### config.mk
export PLATFORM = sky130hd
export DESIGN_NAME = opr_unit
export DESIGN_NICKNAME = d
export VERILOG_FILES = /design/src/rtl/opr_unit.sv
export SDC_FILE = /design/constraint.sdc
export NUM_CORES = 1
export LEC_CHECK = 0
export CAP_MARGIN = 25
export CORE_MARGIN = 2
export CORE_UTILIZATION = 25
export CTS_BUF_LIST = sky130_fd_sc_hd__clkbuf_8
export CTS_CLUSTER_DIAMETER = 80
export DETAILED_ROUTE_END_ITERATION = 16
export SYNTH_ARGS = -nofsm -noshare
export SYNTH_HDL_FRONTEND = slang
export SYNTH_SLANG_ARGS = --single-unit
export TNS_END_PERCENT = 1
### constraint.sdc
create_clock -name clk -period 0.9 [get_ports clk]
set_input_delay 0.135 -clock clk [delete_from_list [all_inputs] [get_ports clk]]
set_output_delay 0.135 -clock clk [all_outputs]
set_load 0.005 [all_outputs]
### src/rtl/opr_unit.sv
module opr_unit #(
  parameter int W  = 12,
  parameter int PW = 5
) (
  input  logic          clk,
  input  logic          rst_n,
  input  logic          valid,
  input  logic [W-1:0]  instr,
  input  logic          link_in,
  input  logic [W-1:0]  ac_in,
  input  logic [W-1:0]  mq_in,
  input  logic [W-1:0]  sw_in,
  input  logic          user_mode,
  input  logic [PW-1:0] page_in,
  output logic          res_vld,
  output logic          link_out,
  output logic [W-1:0]  ac_out,
  output logic [W-1:0]  mq_out,
  output logic          skip,
  output logic          halt,
  output logic          user_trap
);
  localparam int OFW = W - PW;
  localparam int HW  = W / 2;

  wire is_opr = &instr[W-1:W-3];
  wire grp1   = is_opr & ~instr[W-4];
  wire grp2   = is_opr &  instr[W-4] & ~instr[0];
  wire grp3   = is_opr &  instr[W-4] &  instr[0];

  logic          l1, l1c;
  logic [W-1:0]  a1, a1c;
  logic [W:0]    v1, r1;
  always_comb begin
    l1  = instr[6] ? 1'b0 : link_in;
    a1  = instr[7] ? '0 : ac_in;
    l1c = instr[4] ? ~l1 : l1;
    a1c = instr[5] ? ~a1 : a1;
    v1  = {l1c, a1c} + {{W{1'b0}}, instr[0]};
    case (instr[3:1])
      3'd1:    r1 = {v1[W], v1[HW-1:0], v1[W-1:HW]};
      3'd2:    r1 = {v1[W-1:0], v1[W]};
      3'd3:    r1 = {v1[W-2:0], v1[W:W-1]};
      3'd4:    r1 = {v1[0], v1[W:1]};
      3'd5:    r1 = {v1[1:0], v1[W:2]};
      3'd6:    r1 = {v1[W], v1[W-1:0] & instr};
      3'd7:    r1 = {v1[W], page_in, instr[OFW-1:0]};
      default: r1 = v1;
    endcase
  end

  wire          cond2 = (instr[6] & ac_in[W-1]) | (instr[5] & (ac_in == '0)) | (instr[4] & link_in);
  wire          sk2   = cond2 ^ instr[3];
  wire          priv2 = instr[2] | instr[1];
  wire          trap2 = user_mode & priv2;
  wire [W-1:0]  a2    = (instr[7] ? '0 : ac_in) | ((instr[2] & ~user_mode) ? sw_in : '0);
  wire          hlt2  = instr[1] & ~user_mode;

  wire [W-1:0]  a3c = instr[7] ? '0 : ac_in;
  wire [W-1:0]  m3  = instr[4] ? a3c : mq_in;
  wire [W-1:0]  a3  = (instr[4] ? '0 : a3c) | (instr[6] ? mq_in : '0);

  logic         n_link, n_skip, n_halt, n_trap;
  logic [W-1:0] n_ac, n_mq;
  always_comb begin
    n_link = link_in;
    n_ac   = ac_in;
    n_mq   = mq_in;
    n_skip = 1'b0;
    n_halt = 1'b0;
    n_trap = 1'b0;
    if (grp1) begin
      n_link = r1[W];
      n_ac   = r1[W-1:0];
    end else if (grp2) begin
      n_ac   = a2;
      n_skip = sk2;
      n_halt = hlt2;
      n_trap = trap2;
    end else if (grp3) begin
      n_ac = a3;
      n_mq = m3;
    end
  end

  always_ff @(posedge clk or negedge rst_n) begin
    if (!rst_n) begin
      res_vld   <= 1'b0;
      link_out  <= 1'b0;
      ac_out    <= '0;
      mq_out    <= '0;
      skip      <= 1'b0;
      halt      <= 1'b0;
      user_trap <= 1'b0;
    end else begin
      res_vld   <= valid;
      skip      <= valid & n_skip;
      halt      <= valid & n_halt;
      user_trap <= valid & n_trap;
      if (valid) begin
        link_out <= n_link;
        ac_out   <= n_ac;
        mq_out   <= n_mq;
      end
    end
  end


  pulse_after_valid_chk: assert property (@(posedge clk) disable iff (!rst_n)
    !$past(valid) |-> !(skip || halt || user_trap));

  hold_when_idle_chk: assert property (@(posedge clk) disable iff (!rst_n)
    !$past(valid) |-> ($stable(ac_out) && $stable(mq_out) && $stable(link_out)));

  user_no_halt_chk: assert property (@(posedge clk) disable iff (!rst_n)
    $past(valid && user_mode) |-> !halt);

  halt_trap_excl_chk: assert property (@(posedge clk) disable iff (!rst_n)
    !(halt && user_trap));

  grp3_link_keep_chk: assert property (@(posedge clk) disable iff (!rst_n)
    $past(valid && grp3) |-> (link_out == $past(link_in)));

  non_opr_pass_chk: assert property (@(posedge clk) disable iff (!rst_n)
    $past(valid && !is_opr) |-> (ac_out == $past(ac_in) && mq_out == $past(mq_in) && !skip));
endmodule

==> results.sh, run 1 <==
export IMPL_dp_final_hpwl_mm=13.0
export IMPL_drt_iter0_drc=363
export IMPL_cp_end_kind="flop"
export IMPL_violations="setup timing"
export IMPL_worstPathArrival_ns=2.30
export IMPL_reg2reg_slack_ns=0
export IMPL_cts_buffers=5
export IMPL_synth_async_reset_ratio_pct=100
export IMPL_clock_tree_htree_level_count=2
export IMPL_portBuffers=86
export IMPL_startpoint="instr[7]"
export IMPL_powerDensity_nw_per_um2=949
export IMPL_cp_start_kind="primary input"
export IMPL_tightest_slew_ns=0.563
export IMPL_ant_nets=0
export IMPL_io_pins=87
export IMPL_crit_fanout=5
export IMPL_cts_sinks=29
export IMPL_fp_dieH_um=120
export IMPL_maxSlewViolCount=0
export IMPL_syn_avg_cell_area_sq_um=7.49
export IMPL_ys_types=74
export IMPL_via_count=4466
export IMPL_syn_nets=512
export IMPL_hold_buffers=0
export IMPL_cts_root_buf="clkbuf_8"
export IMPL_synth_area_sq_um=3380
export IMPL_core_area_sq_um=13200
export IMPL_crit_type="in -> reg"
export IMPL_drc=0
export IMPL_ys_ff_latch=29
export IMPL_drt_pass1_iterations=5
export IMPL_reg2reg_from="ac_out[11]"
export IMPL_fin_crit_sh_pct=238
export IMPL_worst_path_buf_inv=3
export IMPL_drt_total_wl_mm=16.1
export IMPL_start_util_pct=25.6
export IMPL_cp_top_family="compound AO/OA/AOI/OAI gates"
export IMPL_grt_max_degree=30
export IMPL_tritoncts="yes"
export IMPL_reg2reg_depth=3
export IMPL_worst_hold_slack_ns=0.190
export IMPL_max_clock_path_buffers=2
export IMPL_overflow=0
export IMPL_setup_viol=54
export IMPL_dpl_instance_area_sq_um=5570
export IMPL_grt_use_total_pct=22.2
export IMPL_yosys_warnings=0
export IMPL_hold_viol=0
export IMPL_wl_per_cell_um=18.9
export IMPL_fin_ws_ns=-1.24
export IMPL_globalplace_congestion=1.00
export IMPL_synth_cells=451
export IMPL_num_fill_cells=1304
export IMPL_path_clk_slew_ns=0.08
export IMPL_total_power_mw=5.67
export IMPL_dieArea_sq_um=14400
export IMPL_diodes=0
export IMPL_outcome="finished with violations"
export IMPL_antenna_found_initial=0
export IMPL_cp_required_ns=1.06
export IMPL_layout_commonest_cell="buf_4"
export IMPL_vias_per_cell=5.24
export IMPL_worstSkewPairLatency_ns=0.28
export IMPL_layout_common_cells="147 x buf_4, 51 x nand2_1, 47 x nor2_1, 38 x clkdlybuf4s50_1, 29 x dfrtp_1"
export IMPL_syn2layout_area_growth_pct=76.9
export IMPL_hp_class="in -> async"
export IMPL_grt_setup_unrepaired="yes"
export IMPL_drv_cap=0
export IMPL_slew_headroom_pct=62.2
export IMPL_synthFlopType="dfrtp_1"
export IMPL_dp_cells=836
export IMPL_post_route_util_pct=45.3
export IMPL_grt_first_pass_wirelength_mm=24.6
export IMPL_fin_nets=737
export IMPL_postLayoutCellArea_sq_um=5970
export IMPL_peakVddDrop_mv=0.389
export IMPL_critPathSlowestCell="a211oi_2"
export IMPL_grt_pass1_vias=4420
export IMPL_cpPeakStageDelay_ns=0.32
export IMPL_period_needed_ns=2.14
export IMPL_seq_area_frac_synth_pct=21.5
export IMPL_fin_skew_ns=0
export IMPL_drive_gt1_share_pct=42.8
export IMPL_synth_edf_count=0
export IMPL_die_x_um=120
export IMPL_num_rows=42
export IMPL_rr_endpoint="ac_out[11]"
export IMPL_crit_path_cell_trace="buf_8 > nand2b_4 > xnor2_4 > ha_4 > buf_6 > and2_4 > a32oi_4 > a21oi_2 > xnor2_2 > buf_12 > o221ai_2 > a211oi_2 > o22ai_1"
export IMPL_clock_fmax_mhz=466
export IMPL_fin_cells=853
export IMPL_power_leakage_nw=2.59
## area by class of cell
class                           instances  area (sq um)  area share (%)
Multi-Input combinational cell        375          2780            46.5
Inverter                               10          37.5           0.629
Tap cell                              176           220            3.69
Clock inverter                          1          5.00          0.0838
Clock buffer                            7          96.3            1.61
Sequential cell                        29           726            12.2
Timing Repair Buffer                  255          2110            35.3
## registers in the layout (all words and copies together), names as in the netlist
name,cells
user_trap,1
ac_out,12
halt,1
link_out,1
mq_out,12
res_vld,1
skip,1
## metal layers
metal | vias up | track usage (%) | part of all wire [%]
met4 | 0 | 9.12 | 3.4
met1 | 2084 | 30.3 | 44
met3 | 29 | 2.64 | 7.2
li1 | 2134 | - | -
met2 | 219 | 35.4 | 46
met5 | - | 0 | 0
## logic make-up (layout without fill, tap and decap cells)
kind of cell | Yosys count | in the layout | share of synthesized area [%]
adders and majority gates | 3 | 3 | 1.11
DFF | 29 | 29 | 21.5
buffers and inverters | 47 | 273 | 6.41
muxes | 4 | 4 | 1.22
xor gates and xnor gates | 19 | 19 | 6.67
AOI/OAI and AO/OA | 172 | 172 | 36.5
and+or+nand+nor | 177 | 177 | 26.6
## through the flow
stage,TNS (ns),setup WS [ns]
2_1_floorplan,-26.26,-1.54
3_3_place_gp,-44.79,-2.23
3_5_place_dp,-45.28,-2.23
4_1_cts,-23.81,-1.40
5_1_grt,-21.28,-1.38
6_report,-18.55,-1.24
## synth_stat cells (5+ instances only)
cell type | number | share of area [%]
a21o_1 | 8 | 1.8
inv_1 | 9 | 1.0
nor2b_1 | 8 | 1.5
a221oi_2 | 5 | 2.2
o21ai_1 | 7 | 1.0
a21oi_1 | 32 | 4.7
a31oi_1 | 19 | 3.5
a211oi_1 | 5 | 1.1
o221ai_1 | 7 | 1.8
o211ai_1 | 6 | 1.3
nor3_1 | 15 | 2.2
a311oi_1 | 5 | 1.3
nand3_1 | 9 | 1.3
a22oi_1 | 9 | 2.0
clkbuf_1 | 21 | 2.3
buf_2 | 8 | 1.2
nor2_1 | 51 | 5.7
dfrtp_1 | 29 | 21
nand2_1 | 53 | 5.9
o21ai_0 | 26 | 3.9
nand2b_1 | 8 | 1.5
o22ai_1 | 9 | 1.7
xnor2_1 | 8 | 2.1
## how the worst max path moves through the flow
stage          cells after the start          to
6_report                          13  ac_out[11]
5_1_grt                           10   ac_out[0]
4_1_cts                           12  ac_out[11]
3_5_place_dp                      12  ac_out[11]
3_3_place_gp                      12  ac_out[11]
2_1_floorplan                     14   ac_out[4]
## what timing repair did
item	CTS	global route
endpoints found under the hold margin	0	0
endpoints found under the setup margin	58	57
pin swaps	16	29
resized for setup	147	76
buffers inserted	2	7
## power by group
group | internal, mW | switching (mW) | leakage [nW]
clock | 0.692 | 0.580 | 0.0542
combinational | 1.47 | 1.42 | 2.20
sequential | 1.43 | 0.0766 | 0.340
Note: power is estimated with default switching activity, not from simulation.
==> run 2: changes to the inputs <==
--- a/config.mk
+++ b/config.mk
@@ -7,10 +7,11 @@
 export LEC_CHECK = 0
 export CAP_MARGIN = 25
 export CORE_MARGIN = 2
-export CORE_UTILIZATION = 25
+export CORE_UTILIZATION = 40
 export CTS_BUF_LIST = sky130_fd_sc_hd__clkbuf_8
 export CTS_CLUSTER_DIAMETER = 80
 export DETAILED_ROUTE_END_ITERATION = 16
+export PLACE_DENSITY = 0.68
 export SYNTH_ARGS = -nofsm -noshare
 export SYNTH_HDL_FRONTEND = slang
 export SYNTH_SLANG_ARGS = --single-unit
==> results.sh, run 2 (same netlist as run 1, synthesis figures left out) <==
export IMPL_postLayoutCellArea_sq_um=5960
export IMPL_fp_dieH_um=95.9
export IMPL_dpl_instance_area_sq_um=5460
export IMPL_fin_ws_ns=-1.26
export IMPL_hp_class="in -> async"
export IMPL_grt_max_degree=30
export IMPL_overflow=0
export IMPL_io_pins=87
export IMPL_reg2reg_from="ac_out[11]"
export IMPL_power_leakage_nw=2.62
export IMPL_layout_common_cells="160 x buf_4, 51 x nand2_1, 48 x nor2_1, 37 x clkdlybuf4s50_1, 32 x clkbuf_2"
export IMPL_rr_endpoint="ac_out[11]"
export IMPL_layout_commonest_cell="buf_4"
export IMPL_cts_sinks=29
export IMPL_core_area_sq_um=8220
export IMPL_tightest_slew_ns=0.560
export IMPL_cts_buffers=5
export IMPL_max_clock_path_buffers=2
export IMPL_cp_required_ns=1.12
export IMPL_grt_use_total_pct=35.9
export IMPL_cts_root_buf="clkbuf_8"
export IMPL_powerDensity_nw_per_um2=951
export IMPL_clock_fmax_mhz=463
export IMPL_num_fill_cells=645
export IMPL_slew_headroom_pct=62.3
export IMPL_via_count=4736
export IMPL_drt_total_wl_mm=16.5
export IMPL_p_int_mw=3.47
export IMPL_cpPeakStageDelay_ns=0.36
export IMPL_grt_first_pass_wirelength_mm=24.6
export IMPL_outcome="finished with violations"
export IMPL_reg2reg_depth=3
export IMPL_crit_type="in -> reg"
export IMPL_cp_start_kind="primary input"
export IMPL_setup_viol=54
export IMPL_top_regs="ac_out: 12 flops, mq_out: 12 flops"
export IMPL_dp_final_hpwl_mm=12.3
export IMPL_hold_buffers=0
export IMPL_period_needed_ns=2.16
export IMPL_die_x_um=95.9
export IMPL_fin_crit_sh_pct=240
export IMPL_drc=0
export IMPL_swShare_pct=38.8
export IMPL_drt_iter0_drc=457
export IMPL_diodes=0
export IMPL_drive_gt1_share_pct=43.9
export IMPL_worstPathArrival_ns=2.38
export IMPL_critPathSlowestCell="a311oi_4"
export IMPL_crit_fanout=5
export IMPL_clock_tree_htree_level_count=2
export IMPL_reg2reg_slack_ns=-0.20
export IMPL_hold_viol=0
export IMPL_grt_setup_unrepaired="yes"
export IMPL_globalplace_congestion=0.992
export IMPL_wl_per_cell_um=21.0
export IMPL_worstSkewPairLatency_ns=0.30
export IMPL_portBuffers=86
export IMPL_tritoncts="yes"
export IMPL_drv_cap=0
export IMPL_num_rows=33
export IMPL_p_sw_mw=2.20
export IMPL_start_util_pct=41.1
export IMPL_path_clk_slew_ns=0.08
export IMPL_clock_power_share_pct=20.4
export IMPL_grt_pass1_vias=4525
export IMPL_comb_power_share_pct=53.0
export IMPL_vias_per_cell=6.00
export IMPL_dieArea_sq_um=9190
export IMPL_worst_hold_slack_ns=0.192
export IMPL_cp_end_kind="flop"
export IMPL_ant_nets=0
export IMPL_syn2layout_area_growth_pct=76.6
export IMPL_crit_path_cell_trace="buf_2 > nand2b_4 > xnor2_4 > ha_4 > ha_4 > a21o_1 > buf_4 > a311oi_4 > nor2_4 > buf_4 > o31ai_1 > a22oi_1 > a31oi_1"
export IMPL_fin_nets=744
export IMPL_total_power_mw=5.67
export IMPL_antenna_found_initial=0
export IMPL_violations="setup timing"
export IMPL_drt_pass1_iterations=5
export IMPL_fin_skew_ns=0
export IMPL_peakVddDrop_mv=0.495
export IMPL_maxSlewViolCount=0
export IMPL_seqPwrFrac_pct=26.6
-- run 2: cell type report --
class	instances	area, sq um	share of cell area [%]
Tap cell	105	131	2.20
Timing Repair Buffer	262	2130	35.8
Clock buffer	5	68.8	1.15
Clock inverter	3	17.5	0.294
Sequential cell	29	726	12.2
Inverter	10	40.0	0.672
Multi-Input combinational cell	375	2840	47.7
-- run 2: metal layers --
| layer | wire (um) | global-route usage [%] | vias to the layer above |
|---|---|---|---|
| met3 | 1620 | 4.93 | 58 |
| li1 | - | - | 2143 |
| met1 | 6740 | 49.3 | 2231 |
| met5 | 0 | 0 | - |
| met2 | 7500 | 56.6 | 304 |
| met4 | 681 | 14.5 | 0 |
-- run 2: worst max path at each step --
stage / startpoint / end / slack (ns) / cells after the start
after global placement: ac_in[0] / ac_out[1] / -2.05 / 12
final: ac_in[0] / ac_out[10] / -1.26 / 13
after CTS: instr[7] / ac_out[8] / -1.16 / 14
after floorplan: instr[5] / ac_out[4] / -1.54 / 14
after global routing: ac_in[0] / ac_out[10] / -1.29 / 13
after detailed placement: ac_in[0] / ac_out[8] / -2.09 / 13
-- run 2: through the flow --
stage                     util [%]  TNS [ns]  worst slack, ns  std cells
after floorplan                  -    -26.26            -1.54        451
after global placement        66.4    -43.62            -2.05        762
after detailed placement      66.4    -44.66            -2.09        762
after CTS                     72.5    -37.20            -1.16        786
after global routing          72.5    -23.65            -1.29        789
final                         72.5    -21.29            -1.26        789
-- run 2: power by group through the flow --
stage	clock network (mW)	logic (mW)	registers, mW
6_report	1.16	3.00	1.51
3_5_place_dp	0	2.68	1.53
3_3_place_gp	0	2.66	1.53
4_1_cts	1.16	2.95	1.51
5_1_grt	1.20	3.17	1.52
2_1_floorplan	0	1.12	1.53
-- run 2: worst max-delay path, delay by kind of cell --
kind | cells | cell delay, ns
compound gates | 5 | 1.01
xor+xnor | 1 | 0.17
fa+ha+maj | 2 | 0.38
buf+inv | 3 | 0.48
simple gates | 2 | 0.19
-- run 2: repair_timing --
action	CTS	global route
endpoints found under the hold margin	0	0
endpoints found under the setup margin	57	57
gates resized for setup	81	101
setup buffers	17	3
pin swaps	39	24
